===== config.mk =====
export PLATFORM = sky130hd
export DESIGN_NAME = audio_regfile_top
export DESIGN_NICKNAME = d
export VERILOG_FILES = /design/src/rtl/arf_pkg.sv /design/src/rtl/arf_access_ctl.sv /design/src/rtl/arf_irq_agg.sv /design/src/rtl/arf_frame_bank.sv /design/src/rtl/audio_regfile_top.sv
export SDC_FILE = /design/constraint.sdc
export NUM_CORES = 1
export LEC_CHECK = 0
export CORE_MARGIN = 8
export CORE_UTILIZATION = 55
export CTS_CLUSTER_DIAMETER = 150
export DETAILED_ROUTE_END_ITERATION = 8
export PLACE_DENSITY = 0.74
export SLEW_MARGIN = 5
export SYNTH_ARGS = -nofsm -noshare
export SYNTH_HDL_FRONTEND = slang
export SYNTH_HIERARCHICAL = 1
export SYNTH_SLANG_ARGS = --single-unit
export TNS_END_PERCENT = 1

===== constraint.sdc =====
create_clock -name clk -period 4.9 [get_ports clk]
set_input_delay 0.98 -clock clk [delete_from_list [all_inputs] [get_ports clk]]
set_output_delay 0.98 -clock clk [all_outputs]
set_load 0.01 [all_outputs]

===== src/rtl/arf_pkg.sv =====
package arf_pkg;

    typedef enum logic [1:0] {
        SZ_BYTE = 2'd0,
        SZ_HALF = 2'd1,
        SZ_WORD = 2'd2,
        SZ_WIDE = 2'd3
    } acc_size_e;

    typedef enum logic {
        ACC_IDLE = 1'b0,
        ACC_RESP = 1'b1
    } acc_state_e;

    // byte-lane enables for an access of size sz at byte offset off
    function automatic logic [3:0] lane_mask(input logic [1:0] sz, input logic [1:0] off);
        logic [3:0] m;
        unique case (acc_size_e'(sz))
            SZ_BYTE: m = 4'b0001 << off;
            SZ_HALF: m = off[1] ? 4'b1100 : 4'b0011;
            default: m = 4'b1111;
        endcase
        return m;
    endfunction

    // move right-justified write data to its lane position
    function automatic logic [31:0] align_wdata(input logic [1:0] sz, input logic [1:0] off,
                                                input logic [31:0] d);
        logic [31:0] r;
        unique case (acc_size_e'(sz))
            SZ_BYTE: r = d << {off, 3'b000};
            SZ_HALF: r = d << {off[1], 4'b0000};
            default: r = d;
        endcase
        return r;
    endfunction

    function automatic logic [31:0] merge_lanes(input logic [31:0] old_w, input logic [31:0] new_w,
                                                input logic [3:0] m);
        logic [31:0] r;
        for (int i = 0; i < 4; i++) begin
            r[i*8 +: 8] = m[i] ? new_w[i*8 +: 8] : old_w[i*8 +: 8];
        end
        return r;
    endfunction

    function automatic logic [31:0] extract_read(input logic [1:0] sz, input logic [1:0] off,
                                                 input logic [31:0] w);
        logic [31:0] s;
        s = w >> {off, 3'b000};
        unique case (acc_size_e'(sz))
            SZ_BYTE: s = s & 32'h0000_00FF;
            SZ_HALF: s = s & 32'h0000_FFFF;
            default: s = s;
        endcase
        return s;
    endfunction

endpackage


===== src/rtl/arf_access_ctl.sv =====
module arf_access_ctl
    import arf_pkg::*;
(
    input  logic        clk,
    input  logic        rst_n,
    input  logic        req_valid,
    input  logic        req_write,
    input  logic [31:0] rd_word,
    output logic        req_ready,
    output logic        wr_fire,
    output logic        rd_valid,
    output logic [31:0] rd_data
);
    acc_state_e state_q, state_d;
    logic       rd_fire;

    // state register
    always_ff @(posedge clk or negedge rst_n) begin
        if (!rst_n) state_q <= ACC_IDLE;
        else        state_q <= state_d;
    end

    // next state and outputs
    always_comb begin
        state_d   = state_q;
        req_ready = 1'b0;
        rd_valid  = 1'b0;
        wr_fire   = 1'b0;
        rd_fire   = 1'b0;
        unique case (state_q)
            ACC_IDLE: begin
                req_ready = 1'b1;
                if (req_valid && req_write) wr_fire = 1'b1;
                if (req_valid && !req_write) begin
                    rd_fire = 1'b1;
                    state_d = ACC_RESP;
                end
            end
            ACC_RESP: begin
                rd_valid = 1'b1;
                state_d  = ACC_IDLE;
            end
            default: state_d = ACC_IDLE;
        endcase
    end

    always_ff @(posedge clk or negedge rst_n) begin
        if (!rst_n)       rd_data <= '0;
        else if (rd_fire) rd_data <= rd_word;
    end

    AST_RESP_ONE_BEAT: assert property (@(posedge clk) disable iff (!rst_n)
        rd_valid |=> !rd_valid);
    AST_READ_GIVES_RESP: assert property (@(posedge clk) disable iff (!rst_n)
        (req_valid && req_ready && !req_write) |=> (rd_valid && !req_ready));
endmodule


===== src/rtl/arf_irq_agg.sv =====
module arf_irq_agg #(
    parameter int NUM_CH = 3
) (
    input  logic              clk,
    input  logic              rst_n,
    input  logic [NUM_CH-1:0] ch_set,
    input  logic [NUM_CH-1:0] ch_en,
    input  logic [NUM_CH-1:0] en_drop,
    output logic [NUM_CH-1:0] pending,
    output logic              irq
);
    logic [NUM_CH-1:0] take;

    assign take = ch_set & ch_en;

    always_ff @(posedge clk or negedge rst_n) begin
        if (!rst_n) pending <= '0;
        else        pending <= (pending & ~en_drop) | take;
    end

    assign irq = |pending;

    AST_SET_WHEN_ENABLED: assert property (@(posedge clk) disable iff (!rst_n)
        (take != '0) |=> ((pending & $past(take)) == $past(take)));
    AST_DROP_CLEARS: assert property (@(posedge clk) disable iff (!rst_n)
        ((en_drop & ~take) != '0) |=> ((pending & $past(en_drop & ~take)) == '0));
endmodule


===== src/rtl/arf_frame_bank.sv =====
module arf_frame_bank
    import arf_pkg::*;
#(
    parameter int          PAGE_W      = 4,
    parameter int          FRAME_PAGES = 2,
    parameter logic [3:0]  PAGE_BASE   = 4'hC
) (
    input  logic              clk,
    input  logic              rst_n,
    input  logic [PAGE_W-1:0] page,
    input  logic              in_window,
    input  logic [1:0]        slot,
    input  logic              wr_en,
    input  logic [3:0]        wmask,
    input  logic [31:0]       wdata,
    output logic              hit,
    output logic [31:0]       rd_word
);
    localparam int SLOTS   = 4;
    localparam int ENTRIES = FRAME_PAGES * SLOTS;

    logic [31:0]        mem_q [ENTRIES];
    logic [ENTRIES-1:0] sel;

    for (genvar e = 0; e < ENTRIES; e++) begin : g_entry
        localparam logic [PAGE_W-1:0] MY_PAGE = PAGE_W'(PAGE_BASE) + PAGE_W'(e / SLOTS);
        localparam logic [1:0]        MY_SLOT = 2'(e % SLOTS);
        assign sel[e] = in_window && (page == MY_PAGE) && (slot == MY_SLOT);
        always_ff @(posedge clk or negedge rst_n) begin
            if (!rst_n)              mem_q[e] <= '0;
            else if (wr_en && sel[e]) mem_q[e] <= merge_lanes(mem_q[e], wdata, wmask);
        end
    end

    always_comb begin
        rd_word = '0;
        for (int e = 0; e < ENTRIES; e++) begin
            if (sel[e]) rd_word = mem_q[e];
        end
    end

    assign hit = |sel;

    AST_ONE_FRAME_SELECTED: assert property (@(posedge clk) disable iff (!rst_n)
        $onehot0(sel));
endmodule


===== src/rtl/audio_regfile_top.sv =====
module audio_regfile_top
    import arf_pkg::*;
#(
    parameter int NUM_CH  = 3,
    parameter int CNT_W   = 16,
    parameter int PAGE_W  = 4,
    parameter int IEN_LSB = 8
) (
    input  logic                    clk,
    input  logic                    rst_n,
    input  logic                    req_valid,
    input  logic                    req_write,
    input  logic [5:0]              req_addr,
    input  logic [1:0]              req_size,
    input  logic [31:0]             req_wdata,
    output logic                    req_ready,
    output logic                    rd_valid,
    output logic [31:0]             rd_data,
    input  logic [NUM_CH-1:0]       ch_set,
    input  logic [NUM_CH-1:0]       cnt_live_we,
    input  logic [NUM_CH*CNT_W-1:0] cnt_live,
    output logic                    irq_o
);
    localparam logic [3:0] W_CTRL  = 4'd0;
    localparam logic [3:0] W_STAT  = 4'd1;
    localparam logic [3:0] W_PAGE  = 4'd3;
    localparam logic [3:0] W_CODEC = 4'd4;
    localparam logic [3:0] W_SCTL  = 4'd8;
    localparam logic [3:0] W_SCNT_TOP = 4'd11;   // channel c at word 11 - c
    localparam logic [3:0] LOW_HALF = 4'b0011;

    logic [31:0]       ctrl_q, sctl_q, codec_q;
    logic [PAGE_W-1:0] page_q;
    logic [CNT_W-1:0]  cnt_lo_q [NUM_CH];
    logic [CNT_W-1:0]  cnt_hi_q [NUM_CH];
    logic [NUM_CH-1:0] pending, ch_en, en_drop;
    logic              wr_fire, irq_int;
    logic [3:0]        word_idx, wmask;
    logic [1:0]        off;
    logic [31:0]       wal, sctl_next, word_sel, rd_word, frame_word, status_word;
    logic              in_window, frame_hit;

    assign off       = req_addr[1:0];
    assign word_idx  = req_addr[5:2];
    assign in_window = (req_addr[5:4] == 2'b11);
    assign wmask     = lane_mask(req_size, off);
    assign wal       = align_wdata(req_size, off, req_wdata);
    assign sctl_next = merge_lanes(sctl_q, wal, wmask);

    arf_access_ctl u_ctl (
        .clk(clk), .rst_n(rst_n), .req_valid(req_valid), .req_write(req_write),
        .rd_word(rd_word), .req_ready(req_ready), .wr_fire(wr_fire),
        .rd_valid(rd_valid), .rd_data(rd_data)
    );

    // plain storage registers
    always_ff @(posedge clk or negedge rst_n) begin
        if (!rst_n) begin
            ctrl_q  <= '0;
            sctl_q  <= '0;
            codec_q <= '0;
            page_q  <= '0;
        end else if (wr_fire && !in_window) begin
            if (word_idx == W_CTRL)  ctrl_q  <= merge_lanes(ctrl_q, wal, wmask);
            if (word_idx == W_SCTL)  sctl_q  <= sctl_next;
            if (word_idx == W_CODEC) codec_q <= merge_lanes(codec_q, wal, wmask);
            if (word_idx == W_PAGE && wmask[0]) page_q <= wal[PAGE_W-1:0];
        end
    end

    // sample counts: host owns the low half, engines own the high half
    for (genvar c = 0; c < NUM_CH; c++) begin : g_cnt
        localparam logic [3:0] MY_WORD = W_SCNT_TOP - 4'(c);
        logic [31:0] merged;
        assign merged = merge_lanes({cnt_hi_q[c], cnt_lo_q[c]}, wal, wmask & LOW_HALF);
        always_ff @(posedge clk or negedge rst_n) begin
            if (!rst_n) begin
                cnt_lo_q[c] <= '0;
                cnt_hi_q[c] <= '0;
            end else begin
                if (wr_fire && !in_window && word_idx == MY_WORD)
                    cnt_lo_q[c] <= merged[CNT_W-1:0];
                if (cnt_live_we[c])
                    cnt_hi_q[c] <= cnt_live[c*CNT_W +: CNT_W];
            end
        end
        assign ch_en[c]   = sctl_q[IEN_LSB + NUM_CH - 1 - c];
        assign en_drop[c] = wr_fire && !in_window && (word_idx == W_SCTL)
                            && sctl_q[IEN_LSB + NUM_CH - 1 - c]
                            && !sctl_next[IEN_LSB + NUM_CH - 1 - c];
    end

    arf_irq_agg #(.NUM_CH(NUM_CH)) u_irq (
        .clk(clk), .rst_n(rst_n), .ch_set(ch_set), .ch_en(ch_en),
        .en_drop(en_drop), .pending(pending), .irq(irq_int)
    );

    arf_frame_bank #(.PAGE_W(PAGE_W)) u_frames (
        .clk(clk), .rst_n(rst_n), .page(page_q), .in_window(in_window),
        .slot(req_addr[3:2]), .wr_en(wr_fire), .wmask(wmask), .wdata(wal),
        .hit(frame_hit), .rd_word(frame_word)
    );

    assign status_word = {irq_int, {(31-NUM_CH){1'b0}}, pending};
    assign irq_o       = irq_int;

    always_comb begin
        word_sel = '0;
        if (in_window) begin
            if (frame_hit) word_sel = frame_word;
        end else begin
            unique case (word_idx)
                W_CTRL:  word_sel = ctrl_q;
                W_STAT:  word_sel = status_word;
                W_PAGE:  word_sel = 32'(page_q);
                W_CODEC: word_sel = codec_q;
                W_SCTL:  word_sel = sctl_q;
                default: begin
                    for (int c = 0; c < NUM_CH; c++) begin
                        if (word_idx == W_SCNT_TOP - 4'(c))
                            word_sel = {cnt_hi_q[c], cnt_lo_q[c]};
                    end
                end
            endcase
        end
    end

    assign rd_word = extract_read(req_size, off, word_sel);

    AST_STATUS_WRITE_IGNORED: assert property (@(posedge clk) disable iff (!rst_n)
        (wr_fire && !in_window && word_idx == W_STAT && ch_set == '0)
        |=> (pending == $past(pending)));
    AST_IRQ_MEANS_PENDING: assert property (@(posedge clk) disable iff (!rst_n)
        irq_o == (status_word[NUM_CH-1:0] != '0));
    AST_HOST_KEEPS_LIVE: assert property (@(posedge clk) disable iff (!rst_n)
        (cnt_live_we == '0) |=> (cnt_hi_q[0] == $past(cnt_hi_q[0])));
endmodule


==> summary by stage <==
STA
The tightest hold path in the finished design has a slack of 425 ps. The total count of hold-check failures in the final report is 0. Setup repair after global routing left no endpoint under its margin. Of the available clock period, the critical path in the final layout requires 0.770. The number of pins with negative max-slew slack in the final report is 0. The setup TNS is 0 ps. The post-layout minimum cycle time is 3770 ps. At the pin with the least slew margin, the transition time is 1120 ps. Setup slack on the critical path of the routed design comes to 1130 ps. The relative slew slack is 0.254.

Setup violations remaining at the end of the flow were counted as 0. The clock tree skew after final layout is 20.6 ps. The maximum clock frequency is 265 MHz.

Placement
The worst slack at placement is 671 ps. The number of port buffers is 132. The congestion estimate from routability-driven global placement came to 0.974.

After legalization and detailed placement, the total HPWL measured 45900 um.

Yosys
The library cell occupying the most area in the post-synthesis netlist is dfrtp_1. Among all flip-flop cells after synthesis, the most frequent one is dfrtp_1. Of the post-synthesis cell area, the dominant cell type holds 0.512. The synthesized flop and latch total is 488.

The yosys synthesis warning count is 6. The number of different library cells used by synthesis comes to 82. The number of synthesized flops with an enable pin is 0. The post-synthesis xor/xnor area fraction is 0.

The most common cell in the synthesized netlist is dfrtp_1. The fraction of the mapped netlist area in adder cells is 0. The commonest cells after synthesis are 488 x dfrtp_1, 414 x mux2_2, 145 x nand2_1, 84 x o21ai_0, 81 x mux2i_1.

Synthesis produced a netlist whose cell count is 1872. Averaged over all synthesized cells, the footprint is 12.8 um^2. After synthesis, the share of flip-flops with an asynchronous set or reset is 1.00. Synthesis produced a netlist with a net count of 1970. After synthesis, the largest family of logic cells by area is multiplexers.

Measured against the total synthesized area, the mux share comes to 0.288. The sequential cell area fraction in the yosys report is 0.512. The area of the mapped netlist is 23900 um^2. By area the synthesized netlist is led by dfrtp_1 51%, mux2_2 20%, mux4_2 4.9%, mux2i_1 3.4%, nand2_1 2.3%. The synthesized-area fraction occupied by ao, oa, aoi and oai cells is 0.0907. Of the total synthesized cell area, the portion taken by AND, OR, NAND and NOR gates is 0.0785.

Power and ir drop
The cell area power density is 352 nW/um^2. For this design the static power due to leakage is 12.5 nW. IR analysis of the VDD net gives a maximum drop of 0.000223 V.

Worst setup path
The worst setup path category is in -> reg. Data arrives at the worst endpoint at 4250 ps. The critical path ends at u_ctl/rd_data[12]$_DFFE_PN0P_. In this run the critical register-to-register path is launched from page_q[0]$_DFFE_PN0P_. The critical path startpoint category is an input port. Along the worst path, the maximum fanout reaches 61. The reg-to-reg setup timing slack is 1460 ps. Data on the critical path is required at its endpoint by 5380 ps. The endpoint of the most critical register-to-register path is u_ctl/rd_data[12]$_DFFE_PN0P_. The worst setup path is captured at a flop.

For the worst flop-to-flop path, the logic depth is 9. The critical path starts at req_addr[2].

GRT
The pin count of the biggest net entering global routing is 112. After global routing the overflow that remains totals 0. The initial antenna violation count was 1.

Across every metal layer, demand over resource in global routing totals 0.265. The via count of the first global-routing pass came to 16700. The wire length of the first global-routing pass is 103000 um.

Cells and area
The net count of the finished layout is 2080. The filler cells instantiated in the layout total 3237. The area of the multi-input gates is 10900 um^2. The area growth from synthesis to layout is 14.9%.

The antenna diode instance count is 0. The area of all sequential standard cells is 12200 um^2. Of the cells placed in the final design, the portion with a size suffix greater than 1 is 0.327.

Die
The die is 224 um wide. For this configuration, the core starts out at a cell density of 0.555. The floorplan has 76 rows. The total area inside the core boundary comes to 43000 um^2. The total I/O pin count is 133. The die area is 50300 um^2.

The die is 224 um tall.

Routing
In the routed design, unresolved DRC markers number 0. The overall routed net length is 67000 um. Using the TritonRoute via totals, the vias-per-cell ratio works out to 6.33. The final route contains 16500 vias. For this block, the initial DRC count from the detailed router was 1739. Dividing the detail-routed wire length by the instance count gives 25.7 um. The first detailed-routing pass ran for 6 iterations. In this run the remaining antenna-violating nets after routing total 0. The detailed route wirelength on metal2 is 30300 um. The routed design uses 5680 um of met3 wire. The post-route met1 wirelength is 28600 um. In this run the top signal layer used is met4.

Clock tree
The clock transition at the register clock pins on the worst setup and hold paths after CTS is 60 ps. Post-CTS timing repair inserted 0 buffers for setup. The clock reaches the later pin of the worst-skew pair after 600 ps. The H-tree was split into 2 levels. The clock passes through at most 3 buffers. The hold buffer count at CTS is 0. Clock tree synthesis inserted a total of 51 buffers.

After clock tree synthesis, the repair step resized 0 gates. The clock root buffer master is clkbuf_16. TritonCTS built the clock tree. The clock drives 488 sinks.

Hold path
The type of the worst min-delay path is in -> async.

Job
The total of max-cap violations is 0.

Status
The flow ran to the end, and the final reports show no timing, DRC or antenna violations.
## kinds of logic (layout without fill, tap and decap cells)
group           Yosys count  count (layout)
mux                     567             567
compound gates          322             322
buf+inv                 146             292
flops                   488             488
simple gates            349             349
## sequential cells by signal, summed over array words and instances, names as in the netlist
signal	cells
u_frames/mem_q	256
ctrl_q	32
u_ctl/state_q	1
page_q	4
cnt_lo_q	48
cnt_hi_q	48
u_ctl/rd_data	32
sctl_q	32
codec_q	32
u_irq/pending	3
## worst min path at each step
stage                        startpoint                  endpoint  slack (ps)
2_1_floorplan   codec_q[31]$_DFFE_PN0P_   codec_q[31]$_DFFE_PN0P_         440
3_3_place_gp   cnt_lo_q[13]$_DFFE_PN0P_  cnt_lo_q[13]$_DFFE_PN0P_         460
3_5_place_dp    codec_q[14]$_DFFE_PN0P_   codec_q[14]$_DFFE_PN0P_         470
4_1_cts          sctl_q[14]$_DFFE_PN0P_    sctl_q[14]$_DFFE_PN0P_         480
5_1_grt                           rst_n  cnt_lo_q[36]$_DFFE_PN0P_         500
6_report                          rst_n  cnt_lo_q[36]$_DFFE_PN0P_         430
## per-stage QoR
step	power (mW)	util	instances	cell area [um^2]
6_report	9.66	0.638	2603	27400
3_5_place_dp	5.65	0.597	2514	25700
3_3_place_gp	5.61	0.597	2514	25700
4_1_cts	9.70	0.638	2603	27400
5_1_grt	9.98	0.638	2603	27400
2_1_floorplan	5.13	-	1872	23900
## routing by layer
layer  global-route usage  up-vias
met3               0.0580      159
met2                0.407      729
li1                     -     7093
met5                    0        -
met1                0.371     8490
met4               0.0956        0
## power by group
part,internal [mW],switching (mW),total (mW)
sequential,4.29,0.157,4.45
clock,2.45,1.61,4.06
combinational,0.490,0.663,1.15
## area by class of cell
class | count | share of cell area
inverter | 30 | 0.00411
sequential | 488 | 0.445
clock buffer | 70 | 0.0547
timing repair buffer | 173 | 0.0618
multi-input combinational | 1238 | 0.398
clock inverter | 19 | 0.00967
tap | 585 | 0.0267
## cell usage in the layout, fill, tap and decap left out, drive strengths merged, types with 26 or more instances in the layout
cell           instances
mux2i                 81
clkbuf                70
clkdlybuf4s50        128
dfrtp                488
o21ai                108
nor2                 103
nand2                147
a21oi                 43
mux4                  52
mux2                 434
nand3                 26
inv                   32
a22oi                 40
buf                   45
## worst max-delay path, cell delays in order
cell       delay (ps)
buf_6             580
or2_1             520
o2bb2ai_1         130
o21ai_0           170
a21oi_1           150
a222oi_1          670
o21ai_1           340
a21oi_2           250
o22ai_1           120
mux2_2            290
Note: power is estimated with default switching activity, not from simulation.
